File: config.mk
export PLATFORM = sky130hd
export DESIGN_NAME = ternlog_unit
export DESIGN_NICKNAME = d
export VERILOG_FILES = /design/src/rtl/tlu_pkg.sv /design/src/rtl/tlu_rst_sync.sv /design/src/rtl/tlu_lut_array.sv /design/src/rtl/tlu_cond_gen.sv /design/src/rtl/ternlog_unit.sv
export SDC_FILE = /design/constraint.sdc
export NUM_CORES = 1
export LEC_CHECK = 0
export BUFFER_PORTS_ARGS = -buffer_cell sky130_fd_sc_hd__clkbuf_2
export CORE_ASPECT_RATIO = 0.7
export CORE_MARGIN = 1.5
export CORE_UTILIZATION = 49
export DETAILED_ROUTE_END_ITERATION = 8
export GPL_TIMING_DRIVEN = 0
export PLACE_DENSITY = 0.83
export SYNTH_ARGS = -nofsm -noshare
export SYNTH_HDL_FRONTEND = slang
export SYNTH_SLANG_ARGS = --single-unit
export TNS_END_PERCENT = 100
File: constraint.sdc
create_clock -name clk -period 3.1 [get_ports clk]
set_clock_uncertainty 0.15 [all_clocks]
set_input_delay 0.155 -clock clk [delete_from_list [all_inputs] [get_ports clk]]
set_output_delay 0.155 -clock clk [all_outputs]
set_load 0.005 [all_outputs]
File: src/rtl/tlu_pkg.sv
package tlu_pkg;
  localparam int unsigned DATA_W  = 64;
  localparam int unsigned N_IN    = 3;
  localparam int unsigned TT_W    = 1 << N_IN;
  localparam int unsigned COND_W  = 4;
  localparam int unsigned CB_NEG  = 3;
  localparam int unsigned CB_POS  = 2;
  localparam int unsigned CB_ZERO = 1;
  localparam int unsigned CB_RSV  = 0;

  typedef logic [COND_W-1:0] cond_t;
endpackage

File: src/rtl/tlu_rst_sync.sv
module tlu_rst_sync #(
  parameter int unsigned STAGES = 2
) (
  input  logic clk,
  input  logic rst_n_async,
  output logic rst_n_sync
);
  logic [STAGES-1:0] chain_q;
  logic [STAGES-1:0] chain_d;

  always_comb begin
    chain_d = {chain_q[STAGES-2:0], 1'b1};
  end

  always_ff @(posedge clk or negedge rst_n_async) begin
    if (!rst_n_async) chain_q <= '0;
    else              chain_q <= chain_d;
  end

  assign rst_n_sync = chain_q[STAGES-1];
endmodule

File: src/rtl/tlu_lut_array.sv
module tlu_lut_array
  import tlu_pkg::*;
#(
  parameter int unsigned W = DATA_W
) (
  input  logic [W-1:0]    dst,
  input  logic [W-1:0]    srca,
  input  logic [W-1:0]    srcb,
  input  logic [TT_W-1:0] tt,
  output logic [W-1:0]    y
);
  // One 8:1 selector per bit; the operand bits form the select.
  for (genvar g = 0; g < W; g++) begin : g_bit
    logic [N_IN-1:0] sel;
    assign sel  = {dst[g], srca[g], srcb[g]};
    assign y[g] = tt[sel];
  end
endmodule

File: src/rtl/tlu_cond_gen.sv
module tlu_cond_gen
  import tlu_pkg::*;
#(
  parameter int unsigned W = DATA_W
) (
  input  logic [W-1:0] res,
  output cond_t        flags
);
  logic is_zero;
  logic is_neg;

  always_comb begin
    is_zero        = (res == '0);
    is_neg         = res[W-1];
    flags          = '0;
    flags[CB_NEG]  = is_neg;
    flags[CB_POS]  = !is_neg && !is_zero;
    flags[CB_ZERO] = is_zero;
    flags[CB_RSV]  = 1'b0;
  end
endmodule

File: src/rtl/ternlog_unit.sv
module ternlog_unit
  import tlu_pkg::*;
#(
  parameter int unsigned W = DATA_W
) (
  input  logic         clk,
  input  logic         rst_n,
  input  logic         in_valid,
  input  logic [W-1:0] in_dst,
  input  logic [W-1:0] in_srca,
  input  logic [W-1:0] in_srcb,
  input  logic [7:0]   in_tt,
  input  logic         in_rec,
  output logic         out_done,
  output logic [W-1:0] out_res,
  output logic [3:0]   out_cond,
  output logic         out_cond_wr
);
  logic         rst_n_i;
  logic [W-1:0] lut_y;
  cond_t        lut_flags;

  logic [W-1:0] res_q, res_d;
  cond_t        cond_q, cond_d;
  logic         done_q, done_d;
  logic         cwr_q, cwr_d;
  logic         res_en, cond_en;

  tlu_rst_sync #(.STAGES(2)) u_rst (
    .clk         (clk),
    .rst_n_async (rst_n),
    .rst_n_sync  (rst_n_i)
  );

  tlu_lut_array #(.W(W)) u_lut (
    .dst  (in_dst),
    .srca (in_srca),
    .srcb (in_srcb),
    .tt   (in_tt),
    .y    (lut_y)
  );

  tlu_cond_gen #(.W(W)) u_cond (
    .res   (lut_y),
    .flags (lut_flags)
  );

  // next-state
  always_comb begin
    res_en  = in_valid;
    cond_en = in_valid && in_rec;
    res_d   = res_en  ? lut_y     : res_q;
    cond_d  = cond_en ? lut_flags : cond_q;
    done_d  = in_valid;
    cwr_d   = cond_en;
  end

  // registers
  always_ff @(posedge clk or negedge rst_n_i) begin
    if (!rst_n_i) begin
      res_q  <= '0;
      cond_q <= '0;
      done_q <= 1'b0;
      cwr_q  <= 1'b0;
    end else begin
      res_q  <= res_d;
      cond_q <= cond_d;
      done_q <= done_d;
      cwr_q  <= cwr_d;
    end
  end

  assign out_res     = res_q;
  assign out_cond    = cond_q;
  assign out_done    = done_q;
  assign out_cond_wr = cwr_q;

  p_done_after_valid_r3: assert property (@(posedge clk) disable iff (!rst_n_i)
    in_valid |=> out_done);
  p_no_done_idle_r3: assert property (@(posedge clk) disable iff (!rst_n_i)
    !in_valid |=> !out_done);
  p_res_hold_r5: assert property (@(posedge clk) disable iff (!rst_n_i)
    !in_valid |=> $stable(out_res));
  p_all_ones_r4: assert property (@(posedge clk) disable iff (!rst_n_i)
    (in_valid && in_tt == 8'hFF) |=> (&out_res));
  p_all_zero_r4: assert property (@(posedge clk) disable iff (!rst_n_i)
    (in_valid && in_tt == 8'h00) |=> (out_res == '0));
  p_cond_shape_r6: assert property (@(posedge clk) disable iff (!rst_n_i)
    out_cond_wr |-> ($onehot(out_cond[3:1]) && !out_cond[0] && out_done));
  p_cond_hold_r7: assert property (@(posedge clk) disable iff (!rst_n_i)
    !(in_valid && in_rec) |=> ($stable(out_cond) && !out_cond_wr));
  p_copy_dst_r8: assert property (@(posedge clk) disable iff (!rst_n_i)
    (in_valid && in_tt == 8'hF0) |=> (out_res == $past(in_dst)));
endmodule

# Word-level counts from Yosys, hierarchy flattened
# Cells that the tools add are included.
# totals
reg_bits	71
in_bits	204
out_inout_bits	70
# op_classes
magnitude_cmp	64
mux	128
n_reduce_logical	5
# op_table
operator	count
less-than comparator 3 x 4 -> 1 bit (second input constant)	64
binary-select mux 1 bit (select 3 bit)	64
zero test 64 bit	1
2-to-1 mux 1 bit	64
logical AND 1 bit	2
zero test 1 bit	2

# Logic depth before layout (Yosys ltp)
# logic_depth
word_depth	5
mapped_depth	8

# Cells and area by module
# From an unflattened synthesis, not the netlist that was laid out.
# unflattened
hier_cells	422
hier_area_um2	6982.9
# by_module_without_submodules
module	instances	cells_per_inst	area_per_inst_um2
tlu_lut_array	1	246	3948.8
ternlog_unit	1	147	2787.7
tlu_cond_gen	1	26	192.7
tlu_rst_sync	1	3	53.8

# Worst setup path after synthesis
# OpenSTA, ideal clock, no wires.
# synth_path
path_kind	input port to flip-flop
start	input in_tt[5]
end	register cond_q[2], in the netlist out_cond[2]
arrival_time_ns	1.745
required_time_ns	2.829
slack_ns	1.085
path_stages	8
cell_sequence	buf_6 -> clkbuf_2 -> mux4_1 -> mux2i_1 -> nand4_1 -> nor4_2 -> nand4_1 -> a22o_1
# synth_between
elab_chain_cells	5
elab_cells_between_ends	132
cone_classes	128 x mux; 4 x reduce/logical
# synth_rtl
element	line	text
from (decl)	ternlog_unit.sv:12	input logic [7:0] in_tt,
binary-select mux 1 bit (select 3 bit)	tlu_lut_array.sv:16	assign y[g] = tt[sel];
2-to-1 mux 1 bit (implied by the code)	tlu_lut_array.sv:16	
zero test 64 bit	tlu_cond_gen.sv:13	is_zero = (res == '0);
zero test 1 bit	tlu_cond_gen.sv:17	flags[CB_POS] = !is_neg && !is_zero;
logical AND 1 bit (*)	tlu_cond_gen.sv:17	
to (signal assigned)	ternlog_unit.sv:67	cond_q <= cond_d;
to (decl)	ternlog_unit.sv:24	cond_t cond_q, cond_d;
# Mark *: on every way between the ends. The rest lies on a longest branch, timed or not. The select of a mux whose other input is x is not followed.
# A chain may end at the register's enable or synchronous reset.

# Worst setup path after layout
# layout_path
start	input in_tt[3]
end	register cond_q[2], in the netlist out_cond[2]
# Same word-level chain as after synthesis.

==> results.sh <==
export IMPL_timing_final_crit_period_ns=2.80
export IMPL_grt_util_all_layers=0.348
export IMPL_final_hold_violation_count=0
export IMPL_cp_cell_sequence="clkbuf_2 > clkbuf_1 > mux4_2 > mux2i_1 > nand4_1 > nor4_2 > nand4_1 > a22o_1"
export IMPL_post_route_cells_drive_above_1_share=0.533
export IMPL_grt_max_degree=70
export IMPL_critical_path_slowest_cell="sky130_fd_sc_hd__mux4_2"
export IMPL_critical_path_n_buffers_inverters=2
export IMPL_vias=6336
export IMPL_critical_path_class="in2reg"
export IMPL_clock_insertion_delay_worst_skew_ns=0.34
export IMPL_power_per_cell_area_nw_per_um2=393
export IMPL_post_synthesis_sequential_area_ratio=0.275
export IMPL_grt_antenna_before_repair=0
export IMPL_cts_repair_resize_count=0
export IMPL_path_max_fanout=10
export IMPL_initial_core_utilization=0.512
export IMPL_wl_per_cell_um=25.8
export IMPL_slew_viol_final=0
export IMPL_buffer_ports_inserted=266
export IMPL_drcViolationCount=0
export IMPL_slew_limit_headroom=0.405
export IMPL_postRouteWirelength_um=24200
export IMPL_first_global_vias=6329
export IMPL_grt_first_pass_wirelength_um=35500
export IMPL_clock_sink_count=71
export IMPL_io_pins=274
export IMPL_final_common_cell="sky130_fd_sc_hd__clkbuf_2"
export IMPL_cts_buffers_inserted=9
export IMPL_drv_cap=0
export IMPL_grt_overflow_total=0
export IMPL_min_delay_path_class="in2reg"
export IMPL_critical_path_most_common_cell="sky130_fd_sc_hd__nand4_1"
export IMPL_num_rows=34
export IMPL_clockRootBuffer="sky130_fd_sc_hd__clkbuf_16"
export IMPL_syn_num_nets=695
export IMPL_critPathLaunchType="input pin"
export IMPL_vdd_ir_drop_worst_mv=0.225
export IMPL_postSynthRegisterBits=71
export IMPL_design_power_total_uw=3280
export IMPL_worstMarginPinSlew_ns=0.893
export IMPL_die_width_um=140
export IMPL_post_route_period_util=0.902
export IMPL_worst_path_largest_cell_delay_ns=0.54
export IMPL_place_hpwl_um=18900
export IMPL_antennaDiodeCount=0
export IMPL_ant_nets=0
export IMPL_clock_tree_buffer_depth=2
export IMPL_postSynthAreaPerCell_um2=13.2
export IMPL_syn_instance_count=491
export IMPL_dr_first_iter_drc_count=551
export IMPL_clkTransAtPathRegs_ns=0.06
export IMPL_cts_hold_buf=4
export IMPL_status="complete, no violations"
export IMPL_crit_path_end_kind="flip-flop"
export IMPL_synth_warning_count=0
export IMPL_rsz_0062_raised_after_global_routing="no"
export IMPL_fmax_ghz=0.358
export IMPL_area_growth_synth_to_final_pct=28.9
export IMPL_critical_path_arrival_ns=2.87
export IMPL_placeable_area_um2=12600
export IMPL_final_cell_mix="sky130_fd_sc_hd__clkbuf_2 (270), sky130_fd_sc_hd__mux4_2 (105), sky130_fd_sc_hd__dfrtp_1 (70)"
export IMPL_post_layout_nonfiller_instances=939
export IMPL_die_height_um=99.1
export IMPL_n_fill_cell=985
export IMPL_timing_critical_path_required_ns=3.18
export IMPL_placed_cells=919
export IMPL_vias_per_cell=6.75
export IMPL_synth_area_um2=6470
export IMPL_num_nets_final=976
export IMPL_detailedRoute_firstPassIterationCount=5
export IMPL_dieArea_um2=13900
export IMPL_cts_repair_timing_setup_buffer_count=0
export IMPL_cts_htree_levels=3
export IMPL_leakage_uw=0.00376
export IMPL_tritoncts="yes"
export IMPL_synth_cell_type_count=21
export IMPL_critPathTopFamily="multiplexers"
export IMPL_utilization=0.660
export IMPL_gp_routability_congestion=0.892
export IMPL_setup_tns_ns=0
export IMPL_setup_viol_count_final=0
[state kept, by name (all words and copies together), names as in the netlist]
signal	count
u_rst.chain_q	2
out_cond_wr	1
out_done	1
out_cond	3
out_res	64
[synthesized netlist by cell type]
library cell / instances / area, µm²
sky130_fd_sc_hd__mux4_2: 105 / 2360
sky130_fd_sc_hd__dfrtp_1: 71 / 1780
sky130_fd_sc_hd__a21oi_1: 64 / 320
sky130_fd_sc_hd__mux2i_1: 64 / 641
sky130_fd_sc_hd__nor2_1: 64 / 240
sky130_fd_sc_hd__clkbuf_1: 42 / 158
sky130_fd_sc_hd__mux4_1: 23 / 604
sky130_fd_sc_hd__nand4_1: 17 / 106
sky130_fd_sc_hd__buf_2: 15 / 75.1
sky130_fd_sc_hd__buf_6: 6 / 67.6
sky130_fd_sc_hd__clkbuf_2: 4 / 20.0
sky130_fd_sc_hd__nand2_1: 3 / 11.3
sky130_fd_sc_hd__nor4_1: 3 / 18.8
sky130_fd_sc_hd__buf_4: 2 / 15.0
sky130_fd_sc_hd__conb_1: 2 / 7.51
sky130_fd_sc_hd__a22o_1: 1 / 8.76
sky130_fd_sc_hd__and2_1: 1 / 6.26
sky130_fd_sc_hd__inv_1: 1 / 3.75
sky130_fd_sc_hd__nor4_2: 1 / 12.5
sky130_fd_sc_hd__o21ai_0: 1 / 5.00
sky130_fd_sc_hd__o21ai_1: 1 / 5.00
[routing by layer]
| metal | up-vias | wire (µm) | global-route usage |
|---|---|---|---|
| met5 | - | 0 | 0 |
| met4 | 0 | 685 | 0.109 |
| met3 | 74 | 3120 | 0.110 |
| met2 | 552 | 11700 | 0.578 |
| met1 | 3148 | 8730 | 0.442 |
| li1 | 2562 | - | - |
[logic make-up after synthesis]
group,share of synthesized area
AOI/OAI and AO/OA,0.0524
buffers and inverters,0.0524
DFF,0.275
muxes,0.558
other,0.00116
and+or+nand+nor,0.0611
[area by class of cell]
type	count	area, µm²	area share
well taps	162	203	0.0243
multi-input cells	350	4350	0.522
plain buffers	69	335	0.0402
repair buffers	270	1370	0.164
flip-flops and latches	71	1780	0.214
clock inverters	5	58.8	0.00705
clock buffers	11	233	0.0279
inverters	1	3.75	0.000450
[path summary, 6_finish.rpt]
| kind | from | to | slack (ns) | cells past startpoint |
|---|---|---|---|---|
| setup / recovery | in_tt[3] | out_cond[2]$_DFFE_PN0P_ | 0.30 | 8 |
| hold / removal | in_srca[36] | out_res[36]$_DFFE_PN0P_ | 0.03 | 3 |
| setup reg to reg | u_rst.chain_q[1]$_DFF_PN0_ | out_res[50]$_DFFE_PN0P_ | 1.90 | 0 |
| hold reg to reg | u_rst.chain_q[0]$_DFF_PN0_ | u_rst.chain_q[1]$_DFF_PN0_ | 0.20 | 0 |
| max in group asynchronous | u_rst.chain_q[1]$_DFF_PN0_ | out_res[50]$_DFFE_PN0P_ | 1.90 | 0 |
| min in group asynchronous | u_rst.chain_q[1]$_DFF_PN0_ | out_done$_DFF_PN0_ | 0.31 | 0 |
[tightest hold or removal path, delay by kind of cell]
family	cells	cell delay, ns
muxes	1	0.09
buffers and inverters	1	0.08
AOI/OAI and AO/OA	1	0.14
[report_power, final]
part	switching (µW)	leakage [µW]	internal, µW
clock network	383	0.000136	622
logic	568	0.00283	562
registers	91.7	0.000799	1050
total	1040	0.00376	2230
[metrics by stage]
stage | worst slack (ns) | instance area [µm²] | hold WS, ns
floorplan | 0.826 | 6470 | -0.291
global placement | 0.147 | 8000 | -0.209
detailed placement | 0.0767 | 8010 | -0.206
CTS | 0.431 | 8340 | 0.0260
global route | 0.228 | 8340 | 0.0322
finish | 0.304 | 8340 | 0.0306
No activity file was read; power rests on OpenSTA's default activity.
